===== config.mk =====
export PLATFORM = sky130hd
export DESIGN_NAME = tri_row_feeder
export DESIGN_NICKNAME = d
export VERILOG_FILES = /design/src/rtl/tri_row_pkg.sv /design/src/rtl/sync_start_gate.sv /design/src/rtl/cache_fill_ctrl.sv /design/src/rtl/pixel_lane.sv /design/src/rtl/tri_row_feeder.sv
export SDC_FILE = /design/constraint.sdc
export NUM_CORES = 1
export LEC_CHECK = 0
export BUFFER_PORTS_ARGS = -buffer_cell sky130_fd_sc_hd__buf_2
export CAP_MARGIN = 5
export CORE_MARGIN = 1.5
export CORE_UTILIZATION = 53
export DETAILED_ROUTE_END_ITERATION = 8
export PLACE_DENSITY = 0.79
export RECOVER_POWER = 100
export SLEW_MARGIN = 20
export SYNTH_ARGS = -nofsm -noshare
export SYNTH_HDL_FRONTEND = slang
export SYNTH_SLANG_ARGS = --single-unit
export TNS_END_PERCENT = 50

===== constraint.sdc =====
create_clock -name clk -period 2.3 [get_ports clk]
set_clock_uncertainty 0.15 [all_clocks]
set_input_delay 0.575 -clock clk [delete_from_list [all_inputs] [get_ports clk]]
set_output_delay 0.575 -clock clk [all_outputs]
set_load 0.1 [all_outputs]

===== src/rtl/tri_row_pkg.sv =====
package tri_row_pkg;
    localparam int NROWS    = 3;
    localparam int IDX_PREV = 0;
    localparam int IDX_CUR  = 1;
    localparam int IDX_NEXT = 2;
endpackage


===== src/rtl/sync_start_gate.sv =====
module sync_start_gate #(
    parameter int START_LINES = 3
) (
    input  logic clk,
    input  logic rst_n,
    input  logic hsync,
    input  logic vsync,
    output logic stream_en
);
    localparam int CW = $clog2(START_LINES + 1);
    localparam logic [CW-1:0] CMAX = CW'(START_LINES);

    typedef struct packed {
        logic          hs;
        logic [CW-1:0] cnt;
    } gate_st_t;

    gate_st_t st_d, st_q;

    always_comb begin
        st_d    = st_q;
        st_d.hs = hsync;
        if (vsync) begin
            st_d.cnt = '0;
        end else if (hsync && !st_q.hs && st_q.cnt != CMAX) begin
            st_d.cnt = st_q.cnt + CW'(1);
        end
    end

    always_ff @(posedge clk) begin
        if (!rst_n) st_q <= '0;
        else        st_q <= st_d;
    end

    assign stream_en = (st_q.cnt == CMAX);

    // a frame end always removes the enable
    a_r7_vsync_clears_enable: assert property (@(posedge clk) disable iff (!rst_n)
        vsync |=> !stream_en);

    // a held-high hsync adds nothing to the line count
    a_r8_level_not_counted: assert property (@(posedge clk) disable iff (!rst_n)
        (hsync && st_q.hs && !vsync) |=> $stable(st_q.cnt));
endmodule


===== src/rtl/cache_fill_ctrl.sv =====
module cache_fill_ctrl #(
    parameter int WORD_PIX = 4
) (
    input  logic clk,
    input  logic rst_n,
    input  logic stream_en,
    input  logic vsync,
    input  logic fill_valid,
    output logic fill_ready,
    output logic refill_req,
    output logic load,
    output logic shift
);
    localparam int LW = $clog2(WORD_PIX + 1);
    localparam logic [LW-1:0] FULL = LW'(WORD_PIX);
    localparam logic [LW-1:0] ONE  = LW'(1);
    localparam logic [LW-1:0] TWO  = LW'(2);

    typedef struct packed {
        logic [LW-1:0] left;
    } ctrl_st_t;

    ctrl_st_t st_d, st_q;

    always_comb begin
        refill_req = (st_q.left == '0) || (st_q.left == ONE && stream_en);
        fill_ready = refill_req && !vsync;
        shift      = stream_en && !vsync && (st_q.left != '0);
        load       = fill_valid && fill_ready;

        st_d = st_q;
        if (vsync) begin
            st_d.left = '0;
        end else if (load) begin
            st_d.left = FULL;
        end else if (shift) begin
            st_d.left = st_q.left - ONE;
        end
    end

    always_ff @(posedge clk) begin
        if (!rst_n) st_q <= '0;
        else        st_q <= st_d;
    end

    // a word is never taken while unsent pixels would be lost
    a_r6_full_blocks_fill: assert property (@(posedge clk) disable iff (!rst_n)
        (st_q.left > ONE) |-> !fill_ready);

    // an accepted transfer leaves the caches holding a whole word
    a_r2_load_fills_word: assert property (@(posedge clk) disable iff (!rst_n)
        (fill_valid && fill_ready) |=> (st_q.left == FULL));

    // the request is raised while the last pixel is being taken
    a_r5_early_request: assert property (@(posedge clk) disable iff (!rst_n)
        (stream_en && !vsync && st_q.left == TWO) |=> refill_req);

    // occupancy never exceeds one word
    a_r2_occupancy_bound: assert property (@(posedge clk) disable iff (!rst_n)
        st_q.left <= FULL);
endmodule


===== src/rtl/pixel_lane.sv =====
module pixel_lane #(
    parameter int PIX_W    = 8,
    parameter int WORD_PIX = 4
) (
    input  logic                      clk,
    input  logic                      rst_n,
    input  logic                      load,
    input  logic                      shift,
    input  logic [WORD_PIX*PIX_W-1:0] word,
    output logic [PIX_W-1:0]          head
);
    localparam int LANE_W = WORD_PIX * PIX_W;

    typedef struct packed {
        logic [LANE_W-1:0] bits;
    } lane_st_t;

    lane_st_t st_d, st_q;

    always_comb begin
        st_d = st_q;
        if (load) begin
            st_d.bits = word;
        end else if (shift) begin
            st_d.bits = st_q.bits >> PIX_W;
        end
    end

    always_ff @(posedge clk) begin
        if (!rst_n) st_q <= '0;
        else        st_q <= st_d;
    end

    assign head = st_q.bits[PIX_W-1:0];
endmodule


===== src/rtl/tri_row_feeder.sv =====
module tri_row_feeder
    import tri_row_pkg::*;
#(
    parameter int PIX_W       = 8,
    parameter int WORD_PIX    = 4,
    parameter int START_LINES = 3
) (
    input  logic                       clk,
    input  logic                       rst_n,
    input  logic                       hsync,
    input  logic                       vsync,
    input  logic                       fill_valid,
    output logic                       fill_ready,
    input  logic [WORD_PIX*PIX_W-1:0]  fill_prev,
    input  logic [WORD_PIX*PIX_W-1:0]  fill_cur,
    input  logic [WORD_PIX*PIX_W-1:0]  fill_next,
    output logic                       refill_req,
    output logic                       col_valid,
    output logic [NROWS*PIX_W-1:0]     col_data
);
    localparam int WORD_W = WORD_PIX * PIX_W;
    localparam int COL_W  = NROWS * PIX_W;

    typedef struct packed {
        logic             vld;
        logic [COL_W-1:0] data;
    } out_st_t;

    out_st_t st_d, st_q;

    logic              stream_en;
    logic              load;
    logic              shift;
    logic [WORD_W-1:0] words [NROWS];
    logic [PIX_W-1:0]  heads [NROWS];

    assign words[IDX_PREV] = fill_prev;
    assign words[IDX_CUR]  = fill_cur;
    assign words[IDX_NEXT] = fill_next;

    sync_start_gate #(.START_LINES(START_LINES)) u_gate (
        .clk       (clk),
        .rst_n     (rst_n),
        .hsync     (hsync),
        .vsync     (vsync),
        .stream_en (stream_en)
    );

    cache_fill_ctrl #(.WORD_PIX(WORD_PIX)) u_ctrl (
        .clk        (clk),
        .rst_n      (rst_n),
        .stream_en  (stream_en),
        .vsync      (vsync),
        .fill_valid (fill_valid),
        .fill_ready (fill_ready),
        .refill_req (refill_req),
        .load       (load),
        .shift      (shift)
    );

    for (genvar r = 0; r < NROWS; r++) begin : g_lane
        pixel_lane #(.PIX_W(PIX_W), .WORD_PIX(WORD_PIX)) u_lane (
            .clk   (clk),
            .rst_n (rst_n),
            .load  (load),
            .shift (shift),
            .word  (words[r]),
            .head  (heads[r])
        );
    end

    always_comb begin
        st_d     = st_q;
        st_d.vld = shift;
        if (shift) begin
            for (int r = 0; r < NROWS; r++) begin
                st_d.data[(NROWS-1-r)*PIX_W +: PIX_W] = heads[r];
            end
        end
    end

    always_ff @(posedge clk) begin
        if (!rst_n) st_q <= '0;
        else        st_q <= st_d;
    end

    assign col_valid = st_q.vld;
    assign col_data  = st_q.data;

    // a column only follows a cycle in which streaming was enabled
    a_r4_column_needs_enable: assert property (@(posedge clk) disable iff (!rst_n)
        col_valid |-> $past(stream_en));

    // the cycle after a frame end carries no column
    a_r7_vsync_stops_stream: assert property (@(posedge clk) disable iff (!rst_n)
        vsync |=> !col_valid);
endmodule


After elaboration in Yosys (flattened, before gate mapping) --
Cells that the tools add are included.
Word-level totals: bits in registers 127, word-level logic and storage cells 38, input port bits 101
Operators by class: bitwise logic cells 1, reductions and logical operators 15, add/sub/neg operators 2, muxes and demuxes 8, eq/ne operators 3
Operators with widths (count):
- $mux 32 | 6
- $logic_and 1x1->1 | 7
- $mux 3 | 2
- $eq 3x1->1 const B | 1
- $logic_not 3->1 | 1
- $reduce_bool 3->1 | 1
- $reduce_or 3->1 | 1
- $sub 3x1->3 const B | 1
- $add 2x1->2 const B | 1
- $eq 2x2->1 const B | 1
- $logic_not 1->1 | 2
- $ne 2x2->1 const B | 1
- $reduce_bool 2->1 | 1
- $reduce_or 2->1 | 1
- $logic_or 1x1->1 | 1
- $not 1->1 | 1

Depth between registers and ports, before layout --
Gate-level depths: netlist of the first run.
word-level depth 6, depth in mapped cells 9, gate-level depth less buffers 6

Cells and area by module --
Synthesis of the first run repeated with hierarchy kept, for this count alone.
Second synthesis, totals: cells, all modules 562, area total of the unflattened synthesis 6383.6 µm²
By module, submodules not included:
- pixel_lane | times used 3, area an instance 1681.6 µm², cells each 148, sequential area each 640.6 µm²
- tri_row_feeder | times used 1, area an instance 955.9 µm², cells each 79, sequential area each 500.5 µm²
- cache_fill_ctrl | times used 1, area an instance 244.0 µm², cells each 27, sequential area each 60.1 µm²
- sync_start_gate | times used 1, area an instance 138.9 µm², cells each 12, sequential area each 60.1 µm²

Least setup slack after synthesis of the first run --
No wires, ideal clock.
kind register -> output, from register u_gate.st_q[0] (netlist bit), to output port fill_ready, data arrival time 2.648 ns, slack -1.073 ns, stages on the path, launching flop included 4, cells stage by stage dfxtp_1 -> ha_1 -> a21oi_1 -> nor3_1
On the way: longest elaborated chain between the ends 4
RTL lines:
- start, declared | RTL line sync_start_gate.sv:18 | gate_st_t st_d, st_q;
- start signal, assigned | RTL line sync_start_gate.sv:32 | else st_q <= st_d;
- $eq 2x2->1 | RTL line sync_start_gate.sv:35 | assign stream_en = (st_q.cnt == CMAX);
- $logic_and 1x1->1 | RTL line cache_fill_ctrl.sv:26 | refill_req = (st_q.left == '0) || (st_q.left == ONE && stream_en);
- $logic_or 1x1->1 | RTL line cache_fill_ctrl.sv:26
- $logic_and 1x1->1 | RTL line cache_fill_ctrl.sv:27 | fill_ready = refill_req && !vsync;
- end, declared | RTL line tri_row_feeder.sv:13 | output logic fill_ready,
Every way passes these cells.

Worst setup path after layout of the first run --
from register u_ctrl.st_q[0] (netlist bit), to output port refill_req
On the way: longest elaborated chain between the ends 3
RTL lines:
- start, declared | RTL line cache_fill_ctrl.sv:23 | ctrl_st_t st_d, st_q;
- start signal, assigned | RTL line cache_fill_ctrl.sv:43 | else st_q <= st_d;
- $eq 3x1->1 | RTL line cache_fill_ctrl.sv:26
- $logic_and 1x1->1 | RTL line cache_fill_ctrl.sv:26
- $logic_or 1x1->1 (*) | RTL line cache_fill_ctrl.sv:26
- end, declared | RTL line tri_row_feeder.sv:17 | output logic refill_req,
Every way passes the cells marked *; elsewhere a longest branch is shown, timed or not.

==> metrics.cfg, run 1 <==
[floorplanning]
die_w_um = 103
start_util_pct = 54.7
die-area_sq_um = 10700
coreArea_sq_um = 9770
die_h_um = 103
num_io_pins = 128
rows = 36

[worst_setup_path]
critPathMaxFanout = 3
critPathMaxStageDelay_ps = 380
worstSetupPathType = flip-flop to output pin
cp-start-kind = flip-flop
crit_slowest_cell = dfxtp_4
critPathArrivalTime_ps = 1530
endpoint_kind = output pin
crit_chain = inv_4 > ha_4 > a21oi_4 > nor2_2 > buf_12
cp_top_family = flip-flops
critPathRequiredTime_ps = 1570
crit_buf_inv = 2

[synthesis]
synthSimpleGateAreaFrac_pct = 14.2
synth-seq-cells = 127
synth.most_common_cell = nand2_1
synth_compound_area_share_pct = 30.7
async_flop_share_pct = 0
synth_xor_area_share_pct = 0.327
yosysSeqAreaShare_pct = 47.5
yosysUniqueCellTypes = 27
synthTopCellsByArea = dfxtp_1 48%, nand2_1 10%, a21oi_1 9.1%, a21oi_2 7.5%, o21ai_0 6.8%
synth_top_area_share_pct = 47.5
syn_inst = 650
synth_top_family_by_area = compound AO/OA/AOI/OAI gates
synth_warnings = 0
ys_top_cells_by_count = 146 x nand2_1, 127 x dfxtp_1, 97 x a21oi_1, 73 x o21ai_0, 48 x a21boi_0
synth_area_per_cell_sq_um = 8.23
synth-edff-count = 0
ys.flop_type = dfxtp_1
synth_adder_area_share_pct = 0.935
syn-num-nets = 755
synth_area_sq_um = 5350
synth_top_cell_by_area = dfxtp_1
synthMuxAreaShare_pct = 0.187

[clocking]
cts_max_path_buffers = 2
cts_made_buffers = 17
cts_tree = built
clkLatencyLatePin_ps = 510
clockRootBuffer = clkbuf_8
ctsHoldBuffers = 0
htree_levels = 4
cts.sinks = 127
clk_pin_slew_ps = 50

[drt]
wl_per_cell_um = 14.3
drt_drc_violations_left = 0
finalWirelength_um = 12800
vias = 4889
first_iter_violations = 244
viasPerCell = 5.43
firstDrtPassIters = 5
drtAntennaViolNets = 0

[sta]
fmax_mhz = 443
slew_headroom_pct = 32.0
period_share_pct = 98.1
setup_tns_ps = 0
period_needed_ps = 2260
setup_ws_ps = 43.4
setup_viol = 0
report.final.slew_viol_count = 0
hold_viol_final = 0
worstMarginPinSlew_ps = 1020
rsz0062_at_grt = true

[grt]
grt_pass1_vias = 4494
grt_pass1_wl_um = 21100
antenna_found_initial = 1
grt_max_degree = 80
grt-ovfl-total = 0
track_usage_pct = 25.1

[place]
place_area_sq_um = 6110
dp_hpwl_um = 8250
port_buffers = 127
dp_slack_ps = 156
dp.cells = 867
place.gp.congestion = 0.774

[outcome]
status = completed

[layout]
post-route-util_pct = 67.2
area.growth.synth_to_final_pct = 22.8
nets = 860
final_cells = 901
stdcell_area_sq_um = 6570
drive_above_1_share_pct = 27.1
n_antenna_cell = 0

[worst_hold_path]
holdCritPathClass = input port to flip-flop

[power]
peakVddDrop_mv = 0.445
power_per_cell_area_nw_per_um2 = 788
p_leak_nw = 2.50

[job]
cap_violations = 0

-- metal layers --
metal  wire length (um)  share of wire (%)  up-vias  track usage (%)
li1                   -                  -     2433                -
met1               5720                 45     2256             33.8
met2               6040                 47      181             39.1
met3                927                7.2       17             7.06
met4                144                1.1        2             8.42
met5                 10              0.078        -                0
-- stage by stage --
| step | total power [mW] | hold slack (ps) |
|---|---|---|
| 2_1_floorplan | 2.68 | 280 |
| 3_3_place_gp | 2.83 | 285 |
| 3_5_place_dp | 2.84 | 293 |
| 4_1_cts | 5.22 | 108 |
| 5_1_grt | 5.36 | 125 |
| 6_report | 5.17 | 139 |
-- layout make-up --
type,instances,area [sq um]
flip-flops and latches,127,2550
inverters,3,16.3
fillers,861,3200
clock buffers,20,435
repair buffers,145,856
clock inverters,12,95.1
multi-input cells,461,2450
well taps,133,166
-- logic make-up after synthesis --
kind of cell	Yosys count
AND/OR/NAND/NOR	186
buffers and inverters	62
adder cells (fa/ha/maj)	4
AO/OA/AOI/OAI	268
XOR/XNOR	2
flip-flops	127
multiplexers	1
-- path summary, 6_finish.rpt --
| check | start | endpoint | slack [ps] | depth (start not counted) |
|---|---|---|---|---|
| setup / recovery | u_ctrl.st_q[0] | refill_req | 40 | 5 |
| hold / removal | hsync | u_gate.st_q[2] | 140 | 2 |
| setup reg to reg | u_ctrl.st_q[0] | g_lane[2].u_lane.st_q[21] | 180 | 7 |
| hold reg to reg | g_lane[1].u_lane.st_q[24] | g_lane[1].u_lane.st_q[16] | 290 | 2 |
-- flip-flops by register name (all words and copies together) (netlist names) --
signal	cells
col_data	24
col_valid	1
g_lane.u_lane.st_q	96
u_ctrl.st_q	3
u_gate.st_q	3
-- power breakdown --
group	switching (mW)	internal (mW)
registers	0.0600	2.31
logic	0.220	0.196
clock network	0.945	1.44
-- cells in the final DEF, fill, tap and decap left out, types with 4 or more instances in the layout --
cell,Yosys,layout
dfxtp_1,127,123
clkbuf_16,0,16
nand2_1,146,145
a21oi_1,97,124
clkinvlp_4,0,4
buf_2,18,99
clkbuf_2,0,27
a21boi_0,48,48
o21ai_0,73,73
clkinv_2,0,7
buf_12,0,6
a21oi_2,46,18
buf_4,5,7
nand3_1,24,24
-- timing repair --
item / 4_1_cts / 5_1_grt
gates cloned: 0 / 0
buffers inserted: 2 / 0
setup endpoints to repair: 2 / 2
pin swaps: 3 / 1
resized for setup: 20 / 2
Note: power is estimated with default switching activity, not from simulation.
==> run 2, diff against run 1 <==
--- a/config.mk
+++ b/config.mk
@@ -11,4 +11,5 @@
 export CORE_UTILIZATION = 53
 export DETAILED_ROUTE_END_ITERATION = 8
+export GPL_TIMING_DRIVEN = 0
 export PLACE_DENSITY = 0.79
 export RECOVER_POWER = 100
==> constraint.sdc (replaced) <==
create_clock -name clk -period 2.3 [get_ports clk]
set_clock_uncertainty 0.15 [all_clocks]
set_input_delay 0.115 -clock clk [delete_from_list [all_inputs] [get_ports clk]]
set_output_delay 0.115 -clock clk [all_outputs]
set_load 0.1 [all_outputs]
==> run 2 against run 1 <==
Sequential power about the same; register-to-register slack worse by 150 ps; via count up 20%; power up 7.8%; critical path type is now flip-flop to flip-flop; largest power group unchanged.
==> metrics.cfg, run 2 (synthesis gave the netlist of run 1 again) <==
[outcome]
status = completed

[layout]
final_cell_mix = 145 x nand2_1, 126 x dfxtp_1, 119 x buf_2
post-route-util_pct = 78.7  ; +12 points
top_register = g_lane.u_lane.st_q
largest_reg_flops = 96  ; unchanged
multi_input_area_sq_um = 2490  ; +1.5%
area.growth.synth_to_final_pct = 43.8
seqCellArea_sq_um = 2540  ; -0.25%
n_fill_cell = 668  ; -22%
drive_above_1_share_pct = 23.3  ; -3.8 points
stdcell_area_sq_um = 7700  ; +17%
final_common_cell = nand2_1
nets = 1000  ; +16%
final_cells = 1040  ; +15%

[worst_setup_path]
crit_slowest_cell = dfxtp_1
critPathRequiredTime_ps = 2580  ; +1010 ps
crit_chain = inv_1 > ha_1 > a21o_1 > nand2_2 > buf_2 > buf_2 > nand3_1 > a21boi_0
critPathArrivalTime_ps = 2550  ; +1020 ps
critPathMaxFanout = 10  ; +7
critPathMaxStageDelay_ps = 340  ; -40 ps
worstSetupPathType = flip-flop to flip-flop
endpoint_kind = flip-flop
cp-start-kind = flip-flop
cpMostUsedCell = buf_2
r2r_cells = 8  ; +1

[floorplanning]
rows = 36  ; unchanged
start_util_pct = 54.7  ; unchanged
die-area_sq_um = 10700  ; unchanged
die_h_um = 103  ; unchanged
die_w_um = 103  ; unchanged
coreArea_sq_um = 9770  ; unchanged
num_io_pins = 128  ; unchanged

[job]
cap_violations = 0  ; unchanged

[grt]
grt-ovfl-total = 0  ; unchanged
use_met1_pct = 38.5  ; +4.7 points
grt_max_degree = 17  ; -79%
met2_usage_pct = 58.9  ; +20 points
grt_pass1_wl_um = 27900  ; +32%
grt_use_met3_pct = 10.4  ; +3.4 points
antenna_found_initial = 0  ; -1
grt_pass1_vias = 5942  ; +32%
busiest_layer = met2
track_usage_pct = 35.0  ; +9.9 points

[drt]
finalWirelength_um = 18500  ; +44%
wl_per_cell_um = 17.8  ; +25%
drt_drc_violations_left = 0  ; unchanged
first_iter_violations = 385  ; +58%
vias = 5879  ; +20%
firstDrtPassIters = 6  ; +1
drtAntennaViolNets = 0  ; unchanged
viasPerCell = 5.65  ; +4.2%

[clocking]
postCtsSetupRepairBufs = 0  ; -2
clk_pin_slew_ps = 60  ; about the same
htree_levels = 4  ; unchanged
cts.sinks = 127  ; unchanged
cts_made_buffers = 17  ; unchanged
clkLatencyLatePin_ps = 530  ; +20 ps
clockRootBuffer = clkbuf_8
cts_tree = built
cts_max_path_buffers = 2  ; unchanged

[place]
port_buffers = 127  ; unchanged
place.gp.congestion = 0.894  ; +16%
place_area_sq_um = 6160  ; +0.86%
dp.cells = 910  ; +5.0%
dp_hpwl_um = 10700  ; +30%

[power]
finalPower_mw = 5.58  ; +7.8%
p_leak_nw = 2.92  ; +17%
peakVddDrop_mv = 0.443  ; -0.42%
power_per_cell_area_nw_per_um2 = 725  ; -8.0%

[sta]
slew_headroom_pct = 19.9  ; -12 points
period_needed_ps = 2270  ; +9.33 ps
report.final.slew_viol_count = 0  ; unchanged
worstMarginPinSlew_ps = 1210  ; +187 ps
setup_viol = 0  ; unchanged
period_share_pct = 98.5  ; +0.41 points
hold_viol_final = 0  ; unchanged
fmax_mhz = 441  ; -0.41%
hold_slack_ps = 80.5  ; -58.2 ps

[worst_hold_path]
holdCritPathClass = input port to flip-flop
min_path_cells = 5  ; +3

## run 2: worst paths after layout
path	startpoint	end	slack [ps]
worst max-delay path	u_ctrl.st_q[1]	g_lane[2].u_lane.st_q[27]	30
worst min register to register	g_lane[1].u_lane.st_q[12]	g_lane[1].u_lane.st_q[4]	300
worst min-delay path	vsync	u_ctrl.st_q[1]	80
worst max register to register	u_ctrl.st_q[1]	g_lane[2].u_lane.st_q[27]	30
## run 2: layer usage
| layer | vias up | routed length (um) | part of all wire (%) |
|---|---|---|---|
| met5 | - | 0 | 0 |
| met4 | 0 | 877 | 4.8 |
| met3 | 89 | 1590 | 8.6 |
| met2 | 370 | 9040 | 49 |
| met1 | 2709 | 6950 | 38 |
| li1 | 2711 | - | - |
## run 2: report_power, final
part | internal (mW) | total [mW] | leakage, nW | switching [mW]
clock | 1.64 | 2.59 | 0.277 | 0.952
sequential | 2.31 | 2.39 | 1.04 | 0.0742
combinational | 0.309 | 0.599 | 1.60 | 0.290
## run 2: through the flow
step,TNS (ps),worst slack [ps]
final,0,34.1
after global routing,-1210,-73.3
after CTS,0,57.2
after detailed placement,-49.6,-13.4
after global placement,0,89.5
after floorplan,0,150
## run 2: layout make-up
class | count | area share (%)
diodes | 1 | 0.0325
plain buffers | 59 | 4.19
clock buffers | 24 | 6.24
clock inverters | 6 | 1.07
inverters | 3 | 0.146
multi-input cells | 461 | 32.4
flip-flops and latches | 127 | 33.1
well taps | 133 | 2.16
repair buffers | 226 | 20.7
## run 2: critical path, delay by kind of cell, from the launching register on
kind	cells	cell delay [ps]
adder cells (fa/ha/maj)	1	210
AND/OR/NAND/NOR	2	350
buffers and inverters	3	630
AO/OA/AOI/OAI	2	490
flip-flops	1	340
## run 2: repair_timing
action	CTS	global route
endpoints found under the hold margin	102	0
hold buffers	99	0
resized for setup	2	5
endpoints found under the setup margin	11	46
